`src/rtl/mac_pkg.sv`:
```
package mac_pkg;

  typedef enum logic [1:0] {
    OP_MUL_N = 2'b00,
    OP_MAC_N = 2'b01,
    OP_MUL_W = 2'b10,
    OP_MAC_W = 2'b11
  } mac_op_e;

  function automatic logic is_wide(mac_op_e op);
    return (op == OP_MUL_W) || (op == OP_MAC_W);
  endfunction

  function automatic logic is_accum(mac_op_e op);
    return (op == OP_MAC_N) || (op == OP_MAC_W);
  endfunction

endpackage

```
`src/rtl/mac_sched.sv`:
```
// Partial-product schedule: operand slices and shift for each step.
module mac_sched
  import mac_pkg::*;
#(
  parameter  int DATA_W = 32,
  parameter  int STEP_W = 3,
  localparam int HALF_W = DATA_W / 2,
  localparam int QRT_W  = HALF_W / 2,
  localparam int MUL_W  = HALF_W + 1,
  localparam int SH_W   = $clog2(DATA_W) + 1
) (
  input  mac_op_e             op_i,
  input  logic                sgn_i,
  input  logic [DATA_W-1:0]   a_i,
  input  logic [DATA_W-1:0]   b_i,
  input  logic [STEP_W-1:0]   step_i,
  output logic [MUL_W-1:0]    x_o,
  output logic [MUL_W-1:0]    y_o,
  output logic [SH_W-1:0]     shift_o,
  output logic [STEP_W-1:0]   n_steps_o,
  output logic                acc_step_o
);

  logic wide, accm, fast_n, short_w;
  logic [MUL_W-1:0] a_lo_s, a_lo_u, a_hi, a_ql, a_qh;
  logic [MUL_W-1:0] b_lo_s, b_lo_u, b_hi;
  logic [STEP_W-1:0] n_pp;

  always_comb begin
    wide    = is_wide(op_i);
    accm    = is_accum(op_i);
    // Upper part of A carries no information: fewer partial products
    fast_n  = (a_i[HALF_W-1:QRT_W] == {QRT_W{sgn_i & a_i[QRT_W-1]}});
    short_w = (a_i[DATA_W-1:HALF_W] == {HALF_W{sgn_i & a_i[HALF_W-1]}});

    a_lo_s = {sgn_i & a_i[HALF_W-1], a_i[HALF_W-1:0]};
    a_lo_u = {1'b0, a_i[HALF_W-1:0]};
    a_hi   = {sgn_i & a_i[DATA_W-1], a_i[DATA_W-1:HALF_W]};
    a_ql   = {{(MUL_W-QRT_W){1'b0}}, a_i[QRT_W-1:0]};
    a_qh   = {{(MUL_W-QRT_W){sgn_i & a_i[HALF_W-1]}}, a_i[HALF_W-1:QRT_W]};
    b_lo_s = {sgn_i & b_i[HALF_W-1], b_i[HALF_W-1:0]};
    b_lo_u = {1'b0, b_i[HALF_W-1:0]};
    b_hi   = {sgn_i & b_i[DATA_W-1], b_i[DATA_W-1:HALF_W]};

    if (wide) n_pp = short_w ? STEP_W'(2) : STEP_W'(4);
    else      n_pp = fast_n  ? STEP_W'(1) : STEP_W'(2);

    n_steps_o  = n_pp + STEP_W'(!wide && accm);
    acc_step_o = !wide && accm && (step_i == n_pp);

    x_o     = a_lo_s;
    y_o     = b_lo_s;
    shift_o = '0;
    if (!wide) begin
      if (!fast_n) begin
        if (step_i == '0) begin
          x_o = a_ql;
        end else begin
          x_o     = a_qh;
          shift_o = SH_W'(QRT_W);
        end
      end
    end else if (short_w) begin
      y_o = (step_i == '0) ? b_lo_u : b_hi;
      shift_o = (step_i == '0) ? '0 : SH_W'(HALF_W);
    end else begin
      unique case (step_i[1:0])
        2'd0: begin x_o = a_lo_u; y_o = b_lo_u; shift_o = '0;             end
        2'd1: begin x_o = a_lo_u; y_o = b_hi;   shift_o = SH_W'(HALF_W);  end
        2'd2: begin x_o = a_hi;   y_o = b_lo_u; shift_o = SH_W'(HALF_W);  end
        default: begin x_o = a_hi; y_o = b_hi;  shift_o = SH_W'(DATA_W);  end
      endcase
    end
  end

endmodule

```
`src/rtl/mac_pp_mul.sv`:
```
// Signed slice multiplier; product sign-extended and placed at its weight.
module mac_pp_mul #(
  parameter int MUL_W = 17,
  parameter int ACC_W = 64,
  parameter int SH_W  = 6
) (
  input  logic [MUL_W-1:0] x_i,
  input  logic [MUL_W-1:0] y_i,
  input  logic [SH_W-1:0]  shift_i,
  output logic [ACC_W-1:0] term_o
);

  localparam int PROD_W = 2 * MUL_W;

  logic signed [PROD_W-1:0] prod;
  logic        [ACC_W-1:0]  ext;

  assign prod = $signed(x_i) * $signed(y_i);

  generate
    if (ACC_W > PROD_W) begin : g_ext
      assign ext = {{(ACC_W-PROD_W){prod[PROD_W-1]}}, prod};
    end else begin : g_trunc
      assign ext = prod[ACC_W-1:0];
    end
  endgenerate

  assign term_o = ext << shift_i;

endmodule

```
`src/rtl/mac_ctrl.sv`:
```
module mac_ctrl #(
  parameter int STEP_W = 3
) (
  input  logic              clk_i,
  input  logic              rst_ni,
  input  logic              start_i,
  input  logic              clear_i,
  input  logic [STEP_W-1:0] n_steps_i,
  output logic              busy_o,
  output logic              done_o,
  output logic              launch_o,
  output logic              last_o,
  output logic [STEP_W-1:0] step_o
);

  logic              busy_q, done_q;
  logic [STEP_W-1:0] step_q;

  assign launch_o = start_i && !busy_q && !clear_i;
  assign last_o   = busy_q && (step_q == n_steps_i - STEP_W'(1));

  always_ff @(posedge clk_i or negedge rst_ni) begin
    if (!rst_ni) begin
      busy_q <= 1'b0;
      done_q <= 1'b0;
      step_q <= '0;
    end else begin
      done_q <= last_o;
      if (launch_o) begin
        busy_q <= 1'b1;
        step_q <= '0;
      end else if (last_o) begin
        busy_q <= 1'b0;
      end else if (busy_q) begin
        step_q <= step_q + STEP_W'(1);
      end
    end
  end

  assign busy_o = busy_q;
  assign done_o = done_q;
  assign step_o = step_q;

endmodule

```
`src/rtl/mac_unit.sv`:
```
module mac_unit
  import mac_pkg::*;
#(
  parameter int DATA_W = 32
) (
  input  logic              clk_i,
  input  logic              rst_ni,
  input  logic              start_i,
  input  logic [1:0]        op_i,
  input  logic              signed_i,
  input  logic [DATA_W-1:0] a_i,
  input  logic [DATA_W-1:0] b_i,
  input  logic              clear_i,
  output logic              busy_o,
  output logic              done_o,
  output logic [DATA_W-1:0] acc_hi_o,
  output logic [DATA_W-1:0] acc_lo_o
);

  localparam int ACC_W  = 2 * DATA_W;
  localparam int HALF_W = DATA_W / 2;
  localparam int MUL_W  = HALF_W + 1;
  localparam int SH_W   = $clog2(DATA_W) + 1;
  localparam int STEP_W = 3;

  mac_op_e           op_new, op_q;
  logic              sgn_q;
  logic [DATA_W-1:0] a_q, b_q;
  logic [ACC_W-1:0]  base_q, sum_q, acc_q, sum_nxt, term;
  logic              launch, last, acc_step;
  logic [STEP_W-1:0] step, n_steps;
  logic [MUL_W-1:0]  x, y;
  logic [SH_W-1:0]   shift;

  assign op_new = mac_op_e'(op_i);

  mac_ctrl #(.STEP_W(STEP_W)) u_ctrl (
    .clk_i     (clk_i),
    .rst_ni    (rst_ni),
    .start_i   (start_i),
    .clear_i   (clear_i),
    .n_steps_i (n_steps),
    .busy_o    (busy_o),
    .done_o    (done_o),
    .launch_o  (launch),
    .last_o    (last),
    .step_o    (step)
  );

  mac_sched #(.DATA_W(DATA_W), .STEP_W(STEP_W)) u_sched (
    .op_i       (op_q),
    .sgn_i      (sgn_q),
    .a_i        (a_q),
    .b_i        (b_q),
    .step_i     (step),
    .x_o        (x),
    .y_o        (y),
    .shift_o    (shift),
    .n_steps_o  (n_steps),
    .acc_step_o (acc_step)
  );

  mac_pp_mul #(.MUL_W(MUL_W), .ACC_W(ACC_W), .SH_W(SH_W)) u_mul (
    .x_i     (x),
    .y_i     (y),
    .shift_i (shift),
    .term_o  (term)
  );

  // Narrow accumulate adds the snapshot in its own step
  assign sum_nxt = sum_q + (acc_step ? base_q : term);

  always_ff @(posedge clk_i or negedge rst_ni) begin
    if (!rst_ni) begin
      op_q   <= OP_MUL_N;
      sgn_q  <= 1'b0;
      a_q    <= '0;
      b_q    <= '0;
      base_q <= '0;
      sum_q  <= '0;
    end else if (launch) begin
      op_q   <= op_new;
      sgn_q  <= signed_i;
      a_q    <= a_i;
      b_q    <= b_i;
      base_q <= is_accum(op_new) ? acc_q : '0;
      sum_q  <= (is_accum(op_new) && is_wide(op_new)) ? acc_q : '0;
    end else if (busy_o) begin
      sum_q  <= sum_nxt;
    end
  end

  always_ff @(posedge clk_i or negedge rst_ni) begin
    if (!rst_ni)      acc_q <= '0;
    else if (clear_i) acc_q <= '0;
    else if (last)    acc_q <= sum_nxt;
  end

  assign acc_hi_o = acc_q[ACC_W-1:DATA_W];
  assign acc_lo_o = acc_q[DATA_W-1:0];

endmodule

```
`config.mk`:
```
export PLATFORM = sky130hd
export DESIGN_NAME = mac_unit
export DESIGN_NICKNAME = d
export VERILOG_FILES = /design/src/rtl/mac_pkg.sv /design/src/rtl/mac_sched.sv /design/src/rtl/mac_pp_mul.sv /design/src/rtl/mac_ctrl.sv /design/src/rtl/mac_unit.sv
export SDC_FILE = /design/constraint.sdc
export NUM_CORES = 2
export LEC_CHECK = 0
export ABC_AREA = 1
export CAP_MARGIN = 20
export CORE_UTILIZATION = 44
export DETAILED_ROUTE_END_ITERATION = 7
export SKIP_LAST_GASP = 1
export SLEW_MARGIN = 20
export SYNTH_ARGS = -nofsm -noshare
export SYNTH_HDL_FRONTEND = slang
export SYNTH_SLANG_ARGS = --single-unit
```
`constraint.sdc`:
```
create_clock -name clk_i -period 18.7 [get_ports clk_i]
set_input_delay 3.74 -clock clk_i [delete_from_list [all_inputs] [get_ports clk_i]]
set_output_delay 3.74 -clock clk_i [all_outputs]
set_load 0.01 [all_outputs]
```
Word level (Yosys, flattened, before mapping)

Cells that the tools add are included.

Output and inout port bits: 66
Flip-flop bits (word level): 264

Bitwise operators: 5
Multiplexer cells: 30
Equal/unequal tests: 13
Reduce and logical (&&, ||, !) cells: 22
Shifts and indexed selects: 1
$add $sub $neg: 4
Multipliers: 1

Operators with widths:

| kind                | number |
|---|---|
| $mux 64             | 7 |
| $mux 17             | 9 |
| $add 64x64->64      | 1 |
| $shl 64x6->64       | 1 |
| $mul 17x17->34      | 1 |
| $mux 6              | 3 |
| $eq 16x16->1        | 1 |
| $mux 3              | 5 |
| $pmux 6 s2          | 1 |
| $eq 2x2->1 const B  | 5 |
| $eq 8x8->1          | 1 |
| $eq 2x1->1 const B  | 3 |
| $eq 3x3->1          | 2 |
| $logic_and 1x1->1   | 6 |
| $reduce_bool 2->1   | 3 |
| $reduce_or 2->1     | 3 |
| $and 1x1->1         | 5 |
| $mux 5              | 1 |
| $logic_or 1x1->1    | 4 |
| $mux 4              | 1 |
| $add 3x1->3         | 1 |
| $add 3x1->3 const B | 1 |
| $logic_not 1->1     | 3 |
| $logic_not 3->1     | 1 |
| other kinds (6)     | 7 |

Longest topological paths before layout

Word-level depth: 11
Depth in mapped cells: 61
Depth with buffers taken out: 60

Modules after synthesis

From an unflattened synthesis, not the netlist that was laid out.

Cell total of the unflattened synthesis: 5425
Area total of the unflattened synthesis: 34629.5 sq um

By module, submodules not included:

| module     | area an instance (sq um) | instances | cells an instance |
|---|---|---|---|
| mac_unit   | 16853.7                  | 1         | 2553 |
| mac_pp_mul | 15558.7                  | 1         | 2404 |
| mac_sched  | 1879.3                   | 1         | 419 |
| mac_ctrl   | 337.8                    | 1         | 49 |

Worst setup path before layout

Ideal clock, no wire load.

Path type: register -> register
From: register u_ctrl.step_q[0] (netlist: u_ctrl.step_o[0])
To: register acc_q[58]
Setup time: 0.126 ns
Stages on the path, launching flop included: 44
Setup slack: 9.931 ns
Required time: 18.574 ns
Data arrival time: 8.643 ns
Cell sequence: dfrtp_1 -> inv_1 -> ha_1 -> inv_1 -> nor2_1 -> nor2_1 -> nand2_4 -> buf_6 -> nand2_1 -> and2_1 -> buf_2 -> nor2_1 -> fa_1 -> inv_1 -> fa_1 -> inv_1 -> fa_1 -> inv_1 -> [8 not listed] -> a21oi_1 -> nand2_2 -> nand3_1 -> o21ai_1 -> a21oi_1 -> o21bai_1 -> o21ai_0 -> ha_1 -> a21oi_1 -> o21ai_0 -> a21o_1 -> inv_1 -> o21ai_0 -> a211oi_1 -> nand2_1 -> or2_2 -> nand3_1 -> o21ai_0

Word-level cells in the longest chain between the ends: 11

Ends and longest elaborated chain:

| item                               | RTL line         | text |
|---|---|---|
| start: declaration                 | mac_ctrl.sv:17   | `logic [STEP_W-1:0] step_q;` |
| start signal: assignment           | mac_ctrl.sv:35   | `step_q <= step_q + STEP_W'(1);` |
| $eq 2x1->1 (tied with other cells) | mac_sched.sv:67  | `unique case (step_i[1:0])` |
| $reduce_or 2->1 (no source line)   | n/a              |  |
| $mux 17                            | mac_sched.sv:67  |  |
| $mux 17                            | mac_sched.sv:63  | `end else if (short_w) begin` |
| $mux 17                            | mac_sched.sv:54  | `if (!wide) begin` |
| $mul 17x17->34                     | mac_pp_mul.sv:18 | `assign prod = $signed(x_i) * $signed(y_i);` |
| $shl 64x6->64                      | mac_pp_mul.sv:28 | `assign term_o = ext << shift_i;` |
| $mux 64                            | mac_unit.sv:71   | `assign sum_nxt = sum_q + (acc_step ? base_q : term);` |
| $add 64x64->64                     | mac_unit.sv:71   |  |
| $mux 64                            | mac_unit.sv:96   | `else if (last) acc_q <= sum_nxt;` |
| $mux 64                            | mac_unit.sv:95   | `else if (clear_i) acc_q <= '0;` |
| end signal: assignment             | mac_unit.sv:96   |  |
| end: declaration                   | mac_unit.sv:29   | `logic [ACC_W-1:0] base_q, sum_q, acc_q, sum_nxt, term;` |

Several ways; a longest one is shown, not always the timed one. The select of a mux whose other input is x is not followed.
A chain may end at the register's enable or synchronous reset.

Worst setup path in the final report

From: register op_q[1]
To: register acc_q[54]

Word-level cells in the longest chain between the ends: 9

Ends and longest elaborated chain:

| item                                         | RTL line                       | text |
|---|---|---|
| start: declaration                           | mac_unit.sv:26                 | `mac_op_e op_new, op_q;` |
| start signal: assignment                     | mac_unit.sv:82                 | `op_q <= op_new;` |
| $eq 2x2->1 (on tied branches)                | mac_pkg.sv:11, mac_pkg.sv:15   |  |
| $logic_or 1x1->1                             | mac_pkg.sv:11                  | `return (op == OP_MUL_W) \|\| (op == OP_MAC_W);` |
| $mux 17 (tied with other cells)              | mac_sched.sv:54                |  |
| $mul 17x17->34 (tied with other cells)       | mac_pp_mul.sv:18               |  |
| $shl 64x6->64 (tied with other cells)        | mac_pp_mul.sv:28               |  |
| $mux 64 or $sub 3x1->3 (tied branches)       | mac_unit.sv:71, mac_ctrl.sv:20 |  |
| $add 64x64->64 or $eq 3x3->1 (tied branches) | mac_unit.sv:71, mac_ctrl.sv:20 |  |
| $mux 64 or $logic_and 1x1->1 (tied branches) | mac_unit.sv:96, mac_ctrl.sv:20 |  |
| $mux 64 or $reduce_bool 2->1 (tied branches) | n/a                            |  |

Several ways; a longest one is shown, not always the timed one. The select of a mux whose other input is x is not followed.

==> reports/qor.txt <==
Row cnt: 93
CTS Buffer Depth: 3
Final ANT Viol Nets: 0
Layout cells sized above 1: 5.324%
Cells after synthesis: 3,908
Number of global-route vias before repair: 26.75k
Max Freq: 85.29 MHz
Syn. warnings: 0
Initial Util: 44.88%
Critical path launch point type: flop
Post-Layout Cell Count: 4,837
Async set-reset flop share out of synthesis: 100.0%
Crit path max-delay family: adder cells
Clk sinks: 264
Ports: 137
Mapped Area: 0.02914 mm^2
Yosys top cell area share: 22.67%
Layout Nets: 4,483
Synth unique cells: 65
Setup TNS: 0 ns
DR pass1 iterations: 6
Most common cell on crit path: fa_1
Sequential share of the synthesized area: 22.67%
First-pass GRT wire length: 161,500 um
Total die area: 0.06725 mm^2
Synth area leaders: dfrtp_1, fa_1, nand2_1
Die X: 259.3 um
Pin count of the biggest net entering global routing: 162
Syn Nets: 4,433
Cells after DPL: 4,779
Area delta synth->final: 10.63%
Drt via density: 5.495
Critical Path AT: 12.18 ns
Max-slew headroom: 34.86%
Dominant synthesized flop cell: dfrtp_1
Residual DRC: 0
Unrepaired setup endpoints after global routing: no
Final Critical Period: 11.72 ns
Slowest stage delay, CP: 0.84 ns
R2R depth: 37
Dpl hpwl: 82,630 um
Num CTS Buffers: 31
Initial antenna violation count: 4
Most frequent cells in the layout: nand2_1, inv_1, nor2_1
Core region area: 0.06493 mm^2
Synth Area in Simple Gates: 23.60%
Worst Skew: 0.01047 ns
Critical Path Start: op_q[1]$_DFFE_PN0P_
Final-report hold violation count: 0
Gpl congestion: 1.063
IO Port Bufs: 136
# diodes: 0
Post-CTS sizing: 0
CTS tree: yes
Final period utilization: 62.70%
Worst path required time: 19.15 ns
Post-synthesis xor/xnor area fraction: 1.954%
Adder-cell share of the synthesized area: 27.15%
Total congestion overflow: 0
# Post-CTS Setup Buffers: 0
Slowest cell on the critical path: dfrtp_1
Crit Path Class: reg2reg
Cell count along the critical path: 37
CTS clk-pin slew, worst paths: 0.06 ns
Clk_lat worst skew: 0.60 ns
Root Driver: clkbuf_16
Hold-fix buffers at CTS: 0
EDFF count, synth: 0
Setup crit end kind: flop
Worst Path Buf+Inv: 7
CP Capture Point: acc_q[54]$_DFFE_PN0P_
Routed vias: 26.58k
Total GRT Usage: 31.27%
Status: complete, no violations
FF+latch count, synth: 264
Final Setup Violations: 0
Maxcap violations: 0
Area leader, netlist: dfrtp_1
Main combinational cell family by area after synthesis: adder cells
Initial DRC Count: 2,384
DRT Wirelength: 103,500 um
Worst Path Max Fanout: 20
Hold Path Class: reg2reg
R2R Setup Slk: 6.98 ns
Post-synthesis compound-gate area fraction: 13.29%
Commonest non-fill, non-tap cell in the layout: nand2_1
Fillcell total: 6,624
Worst Hold Launch: b_q[14]$_DFFE_PN0P_
Proportion of synthesized area in mux cells: 0.3263%
H-tree level count: 1
Die Y: 259.3 um
Worst reg2reg path endpoint: acc_q[54]$_DFFE_PN0P_
Routed len/inst: 21.40 um
FF-to-FF Start: op_q[1]$_DFFE_PN0P_
Slew Limit Fails: 0
Mapped Avg Cell Area: 7.456 um^2
Least-Margin Pin Slew: 0.9771 ns
## per-layer routing
| layer | vias up | share of wire [%] | GRT usage (%) |
|---|---|---|---|
| li1 | 12430 | - | - |
| met1 | 13020 | 45 | 43.85 |
| met2 | 948 | 46 | 50.73 |
| met3 | 168 | 6.2 | 3.740 |
| met4 | 8 | 3.0 | 8.856 |
| met5 | - | 0.059 | 0 |
## worst register-to-register path, delay by kind of cell, from the launching register on
| kind | cells | cell delay, ns |
|---|---|---|
| compound gates | 10 | 2.64 |
| fa+ha+maj | 8 | 4.22 |
| buf+inv | 7 | 1.17 |
| flops | 1 | 0.84 |
| simple gates | 12 | 2.71 |
## through the flow
stage	hold WS (ns)	util, %	setup slack (ns)	cell area (um^2)
floorplan	0.4492	-	9.931	29140
global placement	0.4659	47.88	7.120	31090
detailed placement	0.4666	47.88	7.221	31090
CTS	0.4842	49.63	7.176	32220
global route	0.4932	49.65	6.427	32230
finish	0.4796	49.65	6.976	32230
## cell type report
cell class	count	area (um^2)	share of cell area, %
well taps	855	1070	3.319
multi-input cells	2833	19350	60.03
repair buffers	160	1560	4.840
clock buffers	42	897.1	2.783
inverters	668	2512	7.794
clock inverters	15	237.7	0.7375
flip-flops and latches	264	6606	20.49
## state kept, by name, indices dropped and copies added (netlist names)
| name | count |
|---|---|
| acc_q | 64 |
| base_q | 64 |
| sum_q | 64 |
| a_q | 32 |
| b_q | 32 |
| u_ctrl.step_o | 3 |
| op_q | 2 |
| sgn_q | 1 |
| u_ctrl.busy_o | 1 |
| u_ctrl.done_o | 1 |
## Yosys cell counts, types with 31 or more instances
| library cell | n |
|---|---|
| o21ai_1 | 31 |
| buf_2 | 62 |
| fa_1 | 297 |
| o22ai_1 | 51 |
| clkbuf_1 | 65 |
| nand3_1 | 185 |
| xor2_1 | 43 |
| a31oi_1 | 81 |
| nand2_1 | 866 |
| a21oi_1 | 202 |
| dfrtp_1 | 264 |
| o21ai_0 | 215 |
| ha_1 | 157 |
| inv_1 | 634 |
| nor2_1 | 419 |
## how the worst min path moves through the flow
stage | depth (start not counted) | endpoint | slack (ns)
2_1_floorplan | 2 | b_q[10]$_DFFE_PN0P_ | 0.45
3_3_place_gp | 2 | b_q[24]$_DFFE_PN0P_ | 0.47
3_5_place_dp | 2 | b_q[14]$_DFFE_PN0P_ | 0.47
4_1_cts | 2 | b_q[14]$_DFFE_PN0P_ | 0.48
5_1_grt | 2 | b_q[27]$_DFFE_PN0P_ | 0.49
6_report | 2 | b_q[14]$_DFFE_PN0P_ | 0.48
## logic make-up (layout without fill, tap and decap cells)
logic type,after synthesis,count (layout)
mux,7,7
flops,264,264
fa+ha+maj,454,454
simple gates,1629,1629
compound gates,678,678
xor+xnor,65,65
buf+inv,811,885
Power is not shown: default switching activity piles up to over one toggle a cycle in this logic, so the estimate is an artifact.
